File: src/rtl/rcf_pkg.sv
package rcf_pkg;

    // Channel conditioning mode as held in the control register.
    typedef enum logic {
        RCF_EDGE  = 1'b0,
        RCF_TRAIN = 1'b1
    } rcf_mode_e;

    localparam int unsigned RCF_REG_W = 8;

endpackage

File: src/rtl/rcf_sync.sv
module rcf_sync #(
    parameter int unsigned W = 3
) (
    input  logic         clk,
    input  logic         rst_n,
    input  logic [W-1:0] async_in,
    output logic [W-1:0] sync_out
);

    typedef struct packed {
        logic [W-1:0] meta;
        logic [W-1:0] stable;
    } sync_t;

    sync_t s_d, s_q;

    always_comb begin
        s_d        = s_q;
        s_d.meta   = async_in;
        s_d.stable = s_q.meta;
    end

    // Idle pin level is high, so reset to ones to avoid a false edge.
    always_ff @(posedge clk) begin
        if (!rst_n) begin
            s_q <= '{meta: '1, stable: '1};
        end else begin
            s_q <= s_d;
        end
    end

    assign sync_out = s_q.stable;

endmodule

File: src/rtl/rcf_ctrl.sv
module rcf_ctrl
    import rcf_pkg::*;
#(
    parameter int unsigned CH = 3
) (
    input  logic                 clk,
    input  logic                 rst_n,
    input  logic                 wr_en,
    input  logic [RCF_REG_W-1:0] wr_data,
    output logic [RCF_REG_W-1:0] rd_data,
    output logic [CH-1:0]        mode
);

    localparam int unsigned PAD_W = RCF_REG_W - CH;

    typedef struct packed {
        logic [CH-1:0] mode;
    } ctrl_t;

    ctrl_t c_d, c_q;

    always_comb begin
        c_d = c_q;
        if (wr_en) begin
            c_d.mode = wr_data[CH-1:0];
        end
    end

    always_ff @(posedge clk) begin
        if (!rst_n) begin
            c_q <= '{mode: '0};
        end else begin
            c_q <= c_d;
        end
    end

    assign mode    = c_q.mode;
    assign rd_data = {{PAD_W{1'b0}}, c_q.mode};

endmodule

File: src/rtl/rcf_channel.sv
module rcf_channel
    import rcf_pkg::*;
#(
    parameter int unsigned PERIOD_TICKS = 67,
    parameter int unsigned QUAL_TICKS   = 200
) (
    input  logic      clk,
    input  logic      rst_n,
    input  logic      tick_en,
    input  rcf_mode_e mode,
    input  logic      pin_lvl,
    output logic      ind_n
);

    localparam int unsigned GAP_W  = $clog2(PERIOD_TICKS + 2);
    localparam int unsigned QUAL_W = $clog2(QUAL_TICKS + 1);
    localparam logic [GAP_W-1:0]  GAP_LIM  = GAP_W'(PERIOD_TICKS);
    localparam logic [QUAL_W-1:0] QUAL_LIM = QUAL_W'(QUAL_TICKS);

    typedef struct packed {
        logic              prev;      // pin level at the previous tick
        logic              tracking;  // a train is in progress
        logic [GAP_W-1:0]  gap;       // ticks since the last falling edge
        logic [QUAL_W-1:0] qual;      // ticks since the train started
        logic              low;       // indication asserted
    } chan_t;

    chan_t ch_d, ch_q;
    logic  fall;
    logic [QUAL_W-1:0] qual_inc;

    always_comb begin
        fall     = ch_q.prev & ~pin_lvl;
        qual_inc = (ch_q.qual < QUAL_LIM) ? ch_q.qual + 1'b1 : ch_q.qual;
        ch_d     = ch_q;

        if (tick_en) begin
            ch_d.prev = pin_lvl;
            if (mode == RCF_EDGE) begin
                ch_d.tracking = 1'b0;
                ch_d.gap      = '0;
                ch_d.qual     = '0;
                ch_d.low      = fall;
            end else begin
                if (fall) begin
                    ch_d.tracking = 1'b1;
                    ch_d.gap      = GAP_W'(1);
                    ch_d.qual     = ch_q.tracking ? qual_inc : '0;
                end else if (ch_q.tracking) begin
                    if (ch_q.gap >= GAP_LIM) begin
                        ch_d.tracking = 1'b0;
                        ch_d.gap      = '0;
                        ch_d.qual     = '0;
                    end else begin
                        ch_d.gap  = ch_q.gap + 1'b1;
                        ch_d.qual = qual_inc;
                    end
                end
                ch_d.low = ch_d.tracking && (ch_d.qual == QUAL_LIM);
            end
        end
    end

    always_ff @(posedge clk) begin
        if (!rst_n) begin
            ch_q <= '{prev: 1'b1, tracking: 1'b0, gap: '0, qual: '0, low: 1'b0};
        end else begin
            ch_q <= ch_d;
        end
    end

    assign ind_n = ~ch_q.low;

endmodule

File: src/rtl/ring_cadence_filter.sv
module ring_cadence_filter
    import rcf_pkg::*;
#(
    parameter int unsigned CH           = 3,
    parameter int unsigned PERIOD_TICKS = 67,
    parameter int unsigned QUAL_TICKS   = 200
) (
    input  logic          clk,
    input  logic          rst_n,
    input  logic          tick_en,
    input  logic [CH-1:0] ring_n,
    input  logic          reg_we,
    input  logic [7:0]    reg_wdata,
    output logic [7:0]    reg_rdata,
    output logic [CH-1:0] ind_n
);

    logic [CH-1:0] mode_q;
    logic [CH-1:0] pin_sync;

    rcf_sync #(.W(CH)) u_sync (
        .clk      (clk),
        .rst_n    (rst_n),
        .async_in (ring_n),
        .sync_out (pin_sync)
    );

    rcf_ctrl #(.CH(CH)) u_ctrl (
        .clk     (clk),
        .rst_n   (rst_n),
        .wr_en   (reg_we),
        .wr_data (reg_wdata),
        .rd_data (reg_rdata),
        .mode    (mode_q)
    );

    for (genvar g = 0; g < CH; g++) begin : g_chan
        rcf_channel #(
            .PERIOD_TICKS (PERIOD_TICKS),
            .QUAL_TICKS   (QUAL_TICKS)
        ) u_chan (
            .clk     (clk),
            .rst_n   (rst_n),
            .tick_en (tick_en),
            .mode    (rcf_mode_e'(mode_q[g])),
            .pin_lvl (pin_sync[g]),
            .ind_n   (ind_n[g])
        );
    end

endmodule

File: config.mk
export PLATFORM = sky130hd
export DESIGN_NAME = ring_cadence_filter
export DESIGN_NICKNAME = d
export VERILOG_FILES = /design/src/rtl/rcf_pkg.sv /design/src/rtl/rcf_sync.sv /design/src/rtl/rcf_ctrl.sv /design/src/rtl/rcf_channel.sv /design/src/rtl/ring_cadence_filter.sv
export SDC_FILE = /design/constraint.sdc
export NUM_CORES = 1
export LEC_CHECK = 0
export BUFFER_PORTS_ARGS = -buffer_cell sky130_fd_sc_hd__buf_2
export CAP_MARGIN = 10
export CORE_ASPECT_RATIO = 0.5
export CORE_MARGIN = 1.5
export CORE_UTILIZATION = 25
export CTS_BUF_LIST = sky130_fd_sc_hd__clkbuf_8
export CTS_CLUSTER_SIZE = 24
export DETAILED_ROUTE_END_ITERATION = 16
export PLACE_DENSITY_LB_ADDON = 0.05
export SYNTH_ARGS = -nofsm -noshare
export SYNTH_HDL_FRONTEND = slang
export SYNTH_SLANG_ARGS = --single-unit
File: constraint.sdc
create_clock -name clk -period 4.2 [get_ports clk]
set_input_delay 0.42 -clock clk [delete_from_list [all_inputs] [get_ports clk]]
set_output_delay 0.42 -clock clk [all_outputs]
set_load 0.01 [all_outputs]
## After elaboration in Yosys (flattened, before gate mapping)

Index checks and enable logic that the tools add are counted.

- Memory bits (read-only): 0
- Flip-flop bits (word level): 63
- Output and inout bits: 11
- Memories kept: 0
- Input bits: 15
- Bits in writable memories: 0
- Latch bits: 0
- Logic and storage cells: 78

- Div/mod/pow operators: 0
- Muxes and demuxes: 27
- Shifts and indexed selects: 0
- Bitwise logic cells: 9
- Multipliers: 0
- Equality and inequality tests: 6
- Reductions and logical operators: 6
- Add/sub/neg operators: 6
- Order comparisons: 6

Operators by type and width:

| cell | count |
|---|---|
| two-way mux 16 bit | 12 |
| two-way mux 17 bit | 3 |
| two-way mux 8 bit | 6 |
| two-way mux 15 bit | 3 |
| adder 8 x 1 -> 8 bit (second input constant) | 3 |
| == test 8 bit (second input constant) | 3 |
| less-than comparator 8 bit (second input constant) | 3 |
| adder 7 x 1 -> 7 bit (second input constant) | 3 |
| >= comparator 7 bit (second input constant) | 3 |
| != test 4 x 2 -> 1 bit (second input constant) | 3 |
| NOT 1 bit | 6 |
| AND reduction 2 bit | 3 |
| bitwise AND 1 bit | 3 |
| logical AND 1 bit | 3 |
| two-way mux 1 bit | 3 |

## Logic depth before layout (Yosys ltp)

Gate-level depths: netlist (run 1).

- Depth in word-level cells: 10
- Mapped depth: 8
- Gate-level depth less buffers: 8

## Cells and area by module

A second synthesis (run 1) with hierarchy kept.

- Cells, all modules: 474
- Area, all modules: 4,065.1 um2

By module, submodules not included:

| module | cells an instance | instances | seq. area each (um2) | area each (um2) |
|---|---|---|---|---|
| rcf_channel | 148 | 3 | 360.3 | 1,244.9 |
| rcf_ctrl | 18 | 1 | 60.1 | 172.7 |
| rcf_sync | 12 | 1 | 120.1 | 157.7 |

## Worst setup path after synthesis (run 1)

Ideal clock, no wire load.

- Kind: register to register
- From: register g_chan[0].u_chan.ch_q[9] in the netlist's numbering
- To: register g_chan[0].u_chan.ch_q[0] in the netlist's numbering
- Arrival: 1,961 ps
- Required time: 4,083 ps
- Stages on the path, launching flop included: 9
- Period minus slack after synthesis: 2,078 ps
- Library setup time: 117 ps
- Setup slack: 2,122 ps
- Buffers on the path: 0
- Cells stage by stage: dfxtp_1 > ha_1 > a211o_2 > o41ai_1 > o21ai_0 > o21ai_1 > a221oi_1 > a31oi_1 > nor2_1

- Word-level cells in the longest chain between the ends: 9
- Elaborated cells between the ends (all ways): 10
- Those cells by class: order compare (1); eq/ne (1); mux (7); reduce/logical (1)

RTL lines:

| element | line | RTL |
|---|---|---|
| start, declared | rcf_channel.sv:28 | `chan_t ch_d, ch_q;` |
| start signal, assigned | rcf_channel.sv:66 | `ch_q <= '{prev: 1'b1, tracking: 1'b0, gap: '0, qual: '0, low: 1'b0};` |
| start signal, assigned | rcf_channel.sv:68 | `ch_q <= ch_d;` |
| >= comparator 7 bit * | rcf_channel.sv:50 | `if (ch_q.gap >= GAP_LIM) begin` |
| two-way mux 15 bit | rcf_channel.sv:50 |  |
| two-way mux 16 bit * | rcf_channel.sv:49 | `end else if (ch_q.tracking) begin` |
| two-way mux 16 bit * | rcf_channel.sv:45 | `if (fall) begin` |
| two-way mux 16 bit * | rcf_channel.sv:39 | `if (mode == RCF_EDGE) begin` |
| two-way mux 16 bit * | rcf_channel.sv:37 | `if (tick_en) begin` |
| == test 8 bit | rcf_channel.sv:59 | `ch_d.low = ch_d.tracking && (ch_d.qual == QUAL_LIM);` |
| logical AND 1 bit * | rcf_channel.sv:59 |  |
| two-way mux 17 bit * | rcf_channel.sv:39 |  |

Mark *: on every way between the ends. The rest lies on a longest branch, timed or not. The select of a mux whose other input is x is not followed.
A chain may end at the register's enable or synchronous reset.

## Worst setup path after layout (run 1)

Ends and elaborated chain as after synthesis.

==> key figures, run 1 <==
STA
  • Least-Margin Pin Slew: 839 ps
  • Setup tns final: 0 ps
  • Setup repair after global routing missed its margin: false
  • Relative slew margins: 0.441
  • Period utilization: 0.621
  • Fmax: about 0.38 GHz
  • Min Tclk post-route: between 2000 and 3000 ps
  • WHS: 253 ps
  • Final Hold Viols: 0
  • Skew final: ~9 ps
  • Final Max Tran Viols: 0
  • Final setup viols: 0

CTS
  • Clock Latency Late Sink: roughly 340 ps
  • Clock slew at reported path FFs: about 80 ps
  • Hold Buf Count CTS: 0
  • Post-CTS Resized: 0
  • Cts bufs inserted: 9
  • Clk root buf: clkbuf_8
  • Post-CTS setup buffers: 0
  • CTS tree: done
  • Clk buf depth: 2
  • TritonCTS Sinks: 63
  • Htree depth: 3

Detailed routing
  • DRC Markers: 0
  • Via density: 4.95
  • Final wirelength: 10200 um
  • DRT Pass-1 Iters: 4
  • Starting DRC count in detailed routing: approximately 240
  • ANT nets after route: 0
  • Vias: ~3400
  • Wirelength per Cell: 14.8 um

Finish
  • Final Cell Area: between 0.004 and 0.005 sq mm
  • Layout Nets: 504
  • FF+latch area: 0.00126 sq mm
  • Final core occ: 0.286
  • Layout area overhead: 8.68%
  • Finished Layout Cells: slightly below 700
  • # diodes: 0
  • Combined area of the multi-input logic cells: about 0.0024 sq mm
  • Filler cells: around 1600
  • Share of layout cells above drive strength 1: 0.0943

Die
  • Rows: 31
  • Die H: 91.2 um
  • Die area: approximately 0.016 sq mm
  • Die Wd: roughly 180 um
  • Core footprint: 0.0148 sq mm
  • # IOs: 26
  • Initial Util: 0.263

Yosys
  • Cell Area, Synth: 0.00389 sq mm
  • Ys Warns: 0
  • Most frequent cell after synthesis: dfxtp_1
  • Dominant cell type by area after synthesis: dfxtp_1
  • Sequential element share of the synthesized area: 0.324
  • Top_reg_cell synth: dfxtp_1
  • Yosys top cell area share: 0.324
  • Synth Area per Inst: 7.95 sq um
  • #FFs+latches synth: 63
  • Post-synth EDFFs: 0
  • Synth Instances: between 400 and 500
  • Ranking of synthesized cells by area: dfxtp_1 (32%), nor2b_1 (5.5%), o21ai_0 (4.9%)
  • Synth cell types: 68
  • Post-synth top cells: dfxtp_1 (63), nand2_1 (46), o21ai_0 (38)
  • Fraction of registers with async set/reset: 0

Global route
  • Vias in the first global route: 3250
  • Met2 Use GR: 0.198
  • Pin count of the biggest net entering global routing: ~50
  • Gr ovfl total: 0
  • Total track usage: 0.131
  • Met1 global-route usage: 0.184
  • First-pass GRT wire length: 17200 um
  • GRT Max-Usage Layer: met2
  • Initial antenna violation count: 0
  • M3 GR Usage: 0.0349

Power
  • Pwr dens: 294 mW/mm^2
  • Leak Pwr: 1.44 nW
  • Clock Power Share: 0.442
  • Psw: 0.000329 W
  • Switching Share: 0.264
  • Int Pwr: 0.000915 W
  • IR drop worst, VDD: 0.000124 V
  • Gate power share: 0.064
  • Sequential Power Share: 0.493

Placement
  • Buffers on Ports: 15
  • RD Place Congestion: around 0.8
  • Cell Area, Placed: 0.00404 sq mm
  • DP HPWL: 6620 um
  • Placed insts: 670

Hold path
  • HP Class: in2reg

Worst setup path
  • Crit. End Element: flip-flop
  • WP data arrival: ~2800 ps
  • Startpoint types: flip-flop
  • Critical path class: reg2reg
  • Critical Path Fanout Max: 5
  • Worst EP required: 4430 ps

Status
  • Run status: finished clean

Run
  • Max-cap violations: 0
==> per-layer routing <==
layer,vias to the layer above,wire [um]
met5,-,0
met1,1587,5520
li1,1763,-
met3,6,308
met2,43,4250
met4,0,78
==> cells in the final DEF (no fill, tap or decap), drive strengths merged, types with 7 or more instances in the layout <==
| cell | instances |
|---|---|
| dfxtp | 63 |
| nand2 | 46 |
| o21ai | 40 |
| nor2b | 34 |
| a21oi | 26 |
| nor2 | 23 |
| nand2b | 17 |
| nand3 | 17 |
| buf | 17 |
| a22oi | 14 |
| a31oi | 12 |
| and2 | 12 |
| inv | 12 |
| nor3 | 12 |
| a21boi | 11 |
| nand4 | 10 |
| clkbuf | 10 |
| mux2i | 9 |
| nor3b | 7 |
| o2bb2ai | 7 |
==> power groups by stage <==
stage / sequential, W / combinational (W) / clock (W)
floorplan: 0.000621 / 0.0000677 / 0
global placement: 0.000628 / 0.0000829 / 0
detailed placement: 0.000628 / 0.0000824 / 0
CTS: 0.000614 / 0.0000825 / 0.000575
global route: 0.000615 / 0.0000909 / 0.000600
finish: 0.000614 / 0.0000799 / 0.000550
==> sequential cells by signal (all words and copies together), names as in the netlist <==
register            flops
u_sync.s_d              3
u_sync.sync_out         3
g_chan.u_chan.ch_q     54
u_ctrl.mode             3
==> path summary, 6_finish.rpt <==
path / from / to / slack [ps] / cells past startpoint
setup / recovery: g_chan[0].u_chan.ch_q[9] / g_chan[0].u_chan.ch_q[0] / 1590 / 8
hold reg to reg: u_sync.s_d[2] / u_sync.sync_out[2] / 400 / 1
setup reg to reg: g_chan[0].u_chan.ch_q[9] / g_chan[0].u_chan.ch_q[0] / 1590 / 8
hold / removal: ring_n[1] / u_sync.s_d[1] / 250 / 2
==> cell type report <==
class	instances	area share
Clock buffer	10	0.0325
Clock inverter	6	0.0124
Inverter	10	0.00887
Multi-Input combinational cell	382	0.568
Sequential cell	63	0.298
Tap cell	198	0.0585
Timing Repair Buffer	17	0.0213
==> kinds of logic after synthesis <==
group / after synthesis / share of synthesized area
muxes: 9 / 0.0231
xor gates and xnor gates: 7 / 0.0157
DFF: 63 / 0.324
AOI/OAI and AO/OA: 153 / 0.270
adders and majority gates: 6 / 0.0193
and+or+nand+nor: 202 / 0.285
buffers and inverters: 49 / 0.0623
other: 1 / 0.000963
==> metrics by stage <==
stage                     setup slack [ps]  power, W
after floorplan                       2120  0.000689
after global placement                1650  0.000711
after detailed placement              1700  0.000710
after CTS                             1680   0.00127
after global routing                  1370   0.00131
final                                 1590   0.00124
==> critical path: stages (launching register included) <==
cell and delay (ps):
dfxtp_1 360, ha_1 250, a211o_2 310, o41ai_1 500
o21ai_0 390, o21ai_1 320, a221oi_1 120, a31oi_1 200
nor2_1 60
(Power assumes the default switching activity.)
==> inputs of run 2 (changes only) <==
==> constraint.sdc (replaced) <==
create_clock -name clk -period 2.3 [get_ports clk]
set_input_delay 0.23 -clock clk [delete_from_list [all_inputs] [get_ports clk]]
set_output_delay 0.23 -clock clk [all_outputs]
set_load 0.01 [all_outputs]
==> run 2 against run 1 <==
  * Largest power group unchanged
  * Sequential share of layout area fell by 2.0 points
  * Routed wire length grew 1.7%
  * Critical endpoint unchanged
  * Clock skew increased by 2.8 ps
  * Worst hold slack got worse by 190 ps
  * Highest routed layer unchanged
  * First-iteration DRC count decreased by 23%
  * Maximum frequency up 19%
  * Largest cell class unchanged
==> key figures, run 2 (synthesized netlist as in run 1, its figures left out) <==
Global route
  • Vias in the first global route: 3348 (+3.0%)
  • Initial antenna violation count: 0 (unchanged)
  • Gr ovfl total: 0 (unchanged)
  • Total track usage: 0.130 (-0.000632)
  • First-pass GRT wire length: 17300 um (+0.12%)
  • Pin count of the biggest net entering global routing: 30 (-39%)

Worst setup path
  • CP top delay family: compound AO/OA/AOI/OAI gates
  • Worst EP required: 2530 ps (-1900 ps)
  • Critical Path Fanout Max: 4 (-1)
  • Critical path class: reg2reg
  • Crit. End Element: flip-flop
  • CP max stage cell: dfxtp_1
  • Worst path cell trace: ha_1, a211o_2, o41ai_2, buf_4, o21ai_0, buf_4, nor2_1, a221o_1, a31oi_1, nor2_1
  • Startpoint types: flip-flop
  • CP max stage delay: 370 ps (-130 ps)
  • R2r setup slk: 110 ps (-1480 ps)
  • WP data arrival: 2420 ps (-420 ps)
  • CP bufs+invs: 2 (+2)

STA
  • Fmax: 0.457 GHz (+19%)
  • Skew final: 11.8 ps (+2.83 ps)
  • Setup tns final: 0 ps (unchanged)
  • Period utilization: 0.952 (+0.331)
  • Min Tclk post-route: 2190 ps (-419 ps)
  • Final setup viols: 0 (unchanged)
  • Relative slew margins: 0.619 (+0.178)
  • Final Hold Viols: 0 (unchanged)
  • Final Max Tran Viols: 0 (unchanged)
  • Setup repair after global routing missed its margin: false
  • Least-Margin Pin Slew: 572 ps (-267 ps)

Finish
  • Share of layout cells above drive strength 1: 0.163 (+0.0686)
  • Filler cells: 1624 (-1.1%)
  • Highest-count cells in the layout ignoring fill and taps: dfxtp_1 (63), nand2_1 (45), o21ai_0 (37), buf_4 (37), nor2b_1 (34)
  • Final Cell Area: 0.00453 sq mm (+7.0%)
  • Layout area overhead: 16.3%
  • Number of flip-flops in the largest register: 54 (unchanged)
  • Layout Nets: 539 (+6.9%)
  • Reg with most FFs: g_chan.u_chan.ch_q
  • # diodes: 0 (unchanged)
  • Commonest non-fill, non-tap cell in the layout: dfxtp_1

Die
  • # IOs: 26 (unchanged)
  • Die H: 91.2 um (unchanged)
  • Die Wd: 179 um (unchanged)
  • Rows: 31 (unchanged)
  • Initial Util: 0.263 (unchanged)
  • Die area: 0.0164 sq mm (unchanged)
  • Core footprint: 0.0148 sq mm (unchanged)

Power
  • Sequential Power Share: 0.487 (-0.006)
  • Int Pwr: 0.00171 W (+87%)
  • Gate power share: 0.075 (+0.011)
  • Leak Pwr: 1.63 nW (+13%)
  • Clock Power Share: 0.438 (-0.004)
  • IR drop worst, VDD: 0.000203 V (+64%)
  • Switching Share: 0.250 (-0.0148)
  • Pwr dens: 504 mW/mm^2 (+71%)
  • Psw: 0.000570 W (+73%)

Placement
  • Cell Area, Placed: 0.00430 sq mm (+6.5%)
  • DP HPWL: 7550 um (+14%)
  • Buffers on Ports: 15 (unchanged)
  • RD Place Congestion: 0.798 (+0.28%)

Detailed routing
  • Final wirelength: 10300 um (+1.7%)
  • DRC Markers: 0 (unchanged)
  • DRT Pass-1 Iters: 4 (unchanged)
  • ANT nets after route: 0 (unchanged)
  • Starting DRC count in detailed routing: 185 (-23%)
  • Via density: 4.95 (-0.13%)
  • Vias: 3563 (+4.8%)
  • Wirelength per Cell: 14.3 um (-3.1%)

Run
  • Max-cap violations: 0 (unchanged)

CTS
  • Clk buf depth: 2 (unchanged)
  • Post-CTS Resized: 1 (+1)
  • Htree depth: 3 (unchanged)
  • Clk root buf: clkbuf_8
  • Clock Latency Late Sink: 350 ps (about the same)
  • Clock slew at reported path FFs: 70 ps (about the same)
  • Cts bufs inserted: 9 (unchanged)
  • TritonCTS Sinks: 63 (unchanged)
  • Hold Buf Count CTS: 0 (unchanged)
  • CTS tree: done
  • Post-CTS setup buffers: 0 (unchanged)

Status
  • Run status: finished clean

Hold path
  • HP Class: in2reg
==> run 2: final timing paths <==
check | startpoint | endpoint | cells past startpoint
worst max register to register | g_chan[0].u_chan.ch_q[10] | g_chan[0].u_chan.ch_q[0] | 10
worst min register to register | u_sync.s_d[0] | u_sync.sync_out[0] | 1
worst min-delay path | ring_n[0] | u_sync.s_d[0] | 2
worst max-delay path | g_chan[0].u_chan.ch_q[10] | g_chan[0].u_chan.ch_q[0] | 10
==> run 2: metrics by stage <==
stage	util	worst slack, ps	hold WS, ps	power, W	cells
floorplan	-	222	331	0.00126	494
CTS	0.304	81.5	38.8	0.00234	720
global placement	0.290	22.5	391	0.00131	705
global route	0.306	3.35	37.5	0.00240	720
finish	0.306	110	62.5	0.00228	720
detailed placement	0.290	19.8	396	0.00131	705
==> run 2: routing by layer <==
layer	track usage	vias up	share of wire
li1	-	1836	-
met3	0.0341	7	0.032
met5	0	-	0
met4	0.0313	0	0.0074
met1	0.183	1666	0.53
met2	0.198	54	0.43
==> run 2: power groups by stage <==
| stage | logic (W) | clock network (W) | registers (W) |
|---|---|---|---|
| 2_1_floorplan | 0.000124 | 0 | 0.00113 |
| 6_report | 0.000171 | 0.00100 | 0.00111 |
| 5_1_grt | 0.000193 | 0.00110 | 0.00111 |
| 3_5_place_dp | 0.000173 | 0 | 0.00114 |
| 4_1_cts | 0.000174 | 0.00105 | 0.00111 |
| 3_3_place_gp | 0.000175 | 0 | 0.00114 |
==> run 2: area by class of cell <==
type,instances,area [sq um],share of cell area
tap,198,248,0.0547
multi-input combinational,382,2430,0.537
timing repair buffer,52,353,0.0779
clock inverter,4,46.3,0.0102
clock buffer,11,151,0.0334
inverter,10,37.5,0.00829
sequential,63,1260,0.278
==> run 2: worst register-to-register path, cell delays in order, from the launching register on <==
cell     delay (ps)
dfxtp_1         370
ha_1            220
a211o_2         160
o41ai_2          70
buf_4           140
o21ai_0         280
buf_4           200
nor2_1           40
a221o_1         330
a31oi_1         210
nor2_1           70
==> inputs of run 3 (changes only) <==
--- a/config.mk
+++ b/config.mk
@@ -10,7 +10,6 @@
 export CORE_ASPECT_RATIO = 0.5
 export CORE_MARGIN = 1.5
 export CORE_UTILIZATION = 25
-export CTS_BUF_LIST = sky130_fd_sc_hd__clkbuf_8
 export CTS_CLUSTER_SIZE = 24
 export DETAILED_ROUTE_END_ITERATION = 16
 export PLACE_DENSITY_LB_ADDON = 0.05
==> run 3 against run 2 <==
  * Combinational power hardly changed
  * Count of clock-buffer cells in the layout is 1 higher
  * Routed wire length is 0.83% higher
  * Worst hold slack better by 17 ps
  * Maximum frequency hardly changed
  * Critical path type unchanged
  * Largest cell class unchanged
  * Highest routed layer unchanged
==> key figures, run 3 (synthesized netlist as in run 1, its figures left out) <==
Detailed routing
  • Starting DRC count in detailed routing: 199 (+7.6%)
  • ANT nets after route: 0 (unchanged)
  • Vias: 3566 (+0.084%)
  • Wirelength per Cell: 14.5 um (+0.83%)
  • DRT Pass-1 Iters: 4 (unchanged)
  • Final wirelength: 10400 um (+0.83%)
  • Via density: 4.95 (about the same)
  • DRC Markers: 0 (unchanged)

Finish
  • Commonest non-fill, non-tap cell in the layout: dfxtp_1
  • Number of flip-flops in the largest register: 54 (unchanged)
  • Layout area overhead: 18.9%
  • Filler cells: 1609 (-0.92%)
  • Highest-count cells in the layout ignoring fill and taps: dfxtp_1 (63), nand2_1 (45), o21ai_0 (38), buf_4 (37), nor2b_1 (34)
  • Share of layout cells above drive strength 1: 0.163 (unchanged)
  • Layout Nets: 539 (unchanged)
  • # diodes: 0 (unchanged)
  • Reg with most FFs: g_chan.u_chan.ch_q

Die
  • Core footprint: 0.0148 sq mm (unchanged)
  • Initial Util: 0.263 (unchanged)
  • Die area: 0.0164 sq mm (unchanged)
  • Rows: 31 (unchanged)
  • # IOs: 26 (unchanged)
  • Die Wd: 179 um (unchanged)
  • Die H: 91.2 um (unchanged)

CTS
  • CTS tree: done
  • TritonCTS Sinks: 63 (unchanged)
  • Clk root buf: clkbuf_16
  • Clk buf depth: 2 (unchanged)
  • Clock slew at reported path FFs: 60 ps (about the same)
  • Htree depth: 3 (unchanged)
  • Hold Buf Count CTS: 0 (unchanged)
  • Cts bufs inserted: 9 (unchanged)
  • Clock Latency Late Sink: 330 ps (-20 ps)

Worst setup path
  • Worst path cell trace: ha_1, a211o_2, o41ai_2, buf_4, o21ai_0, buf_4, nor2_1, a221o_1, a31oi_1, nor2_1
  • CP top delay family: compound AO/OA/AOI/OAI gates
  • Critical path class: reg2reg
  • CP bufs+invs: 2 (unchanged)
  • Startpoint types: flip-flop
  • CP max stage delay: 360 ps (about the same)
  • Crit. End Element: flip-flop
  • CP max stage cell: dfxtp_1
  • Critical Path Fanout Max: 4 (unchanged)
  • Worst EP required: 2510 ps (-20 ps)
  • WP data arrival: 2400 ps (-20 ps)

Status
  • Run status: finished clean

STA
  • Setup tns final: 0 ps (unchanged)
  • Min Tclk post-route: 2190 ps (+0.456 ps)
  • Least-Margin Pin Slew: 570 ps (-1.74 ps)
  • Skew final: 8.27 ps (-3.53 ps)
  • Final Max Tran Viols: 0 (unchanged)
  • Relative slew margins: 0.620 (+0.00116)
  • Final setup viols: 0 (unchanged)
  • Period utilization: 0.952 (about the same)
  • Setup repair after global routing missed its margin: false
  • Final Hold Viols: 0 (unchanged)
  • Fmax: 0.457 GHz (about the same)
  • Final worst-path setup slack: 109 ps (-0.456 ps)

Global route
  • Pin count of the biggest net entering global routing: 30 (unchanged)
  • Initial antenna violation count: 0 (unchanged)
  • Vias in the first global route: 3351 (+0.090%)
  • Total track usage: 0.130 (-0.000174)
  • First-pass GRT wire length: 17200 um (-0.16%)
  • Gr ovfl total: 0 (unchanged)

Placement
  • Post-place setup slack: 19.8 ps (unchanged)
  • Buffers on Ports: 15 (unchanged)
  • DP HPWL: 7550 um (unchanged)
  • RD Place Congestion: 0.798 (unchanged)

Power
  • Pwr dens: 577 mW/mm^2 (+15%)
  • Leak Pwr: 1.67 nW (+2.6%)
  • IR drop worst, VDD: 0.000267 V (+32%)

Run
  • Max-cap violations: 0 (unchanged)

Hold path
  • HP Class: in2reg
## run 3: cell count changes in the layout (fill, tap and decap cells not counted), sizes merged
cell,change
clkbuf,+1
inv,-1
## run 3: timing repair
action	4_1_cts	5_1_grt
endpoints found under the hold margin	0	0
endpoints found under the setup margin	0	10
resized for setup	0	5
setup buffers	0	0
## run 3: power by group
part | switching (W) | total, W | internal (W)
Combinational | 0.000111 | 0.000172 | 0.0000605
Sequential | 0.00000874 | 0.00111 | 0.00110
Clock | 0.000497 | 0.00139 | 0.000890
Total | 0.000617 | 0.00267 | 0.00206
## run 3: area by class of cell
class / instances / area (sq um) / area share
inverter: 10 / 37.5 / 0.00811
clock buffer: 12 / 256 / 0.0554
clock inverter: 3 / 42.5 / 0.00919
timing repair buffer: 52 / 353 / 0.0762
sequential: 63 / 1260 / 0.272
multi-input combinational: 382 / 2430 / 0.525
tap: 198 / 248 / 0.0535
## run 3: final timing paths
path,startpoint,end,slack (ps),cells after the start
worst max-delay path,g_chan[0].u_chan.ch_q[10],g_chan[0].u_chan.ch_q[0],110,10
worst min register to register,u_sync.s_d[0],u_sync.sync_out[0],410,1
worst min-delay path,ring_n[0],u_sync.s_d[0],80,2
worst max register to register,g_chan[0].u_chan.ch_q[10],g_chan[0].u_chan.ch_q[0],110,10
## run 3: per-layer routing
layer  wire [um]  GRT usage  up-vias
li1            -          -     1837
met1        5710      0.182     1690
met2        4450      0.197       37
met3         204     0.0353        2
met4          44     0.0313        0
met5           0          0        -
## run 3: worst register-to-register path, stage by stage, from the launching register on
cell and delay (ps):
dfxtp_1 360, ha_1 220, a211o_2 160, o41ai_2 70, buf_4 140, o21ai_0 280, buf_4 200, nor2_1 40
a221o_1 330, a31oi_1 200, nor2_1 70
## run 3: metrics by stage
step	util	instance area, sq um	hold slack (ps)	power (W)	cells
2_1_floorplan	-	3910	331	0.00126	494
3_3_place_gp	0.290	4300	391	0.00131	705
3_5_place_dp	0.290	4300	396	0.00131	705
4_1_cts	0.311	4600	64.2	0.00273	720
5_1_grt	0.313	4630	69.9	0.00279	720
6_report	0.313	4630	79.4	0.00267	720
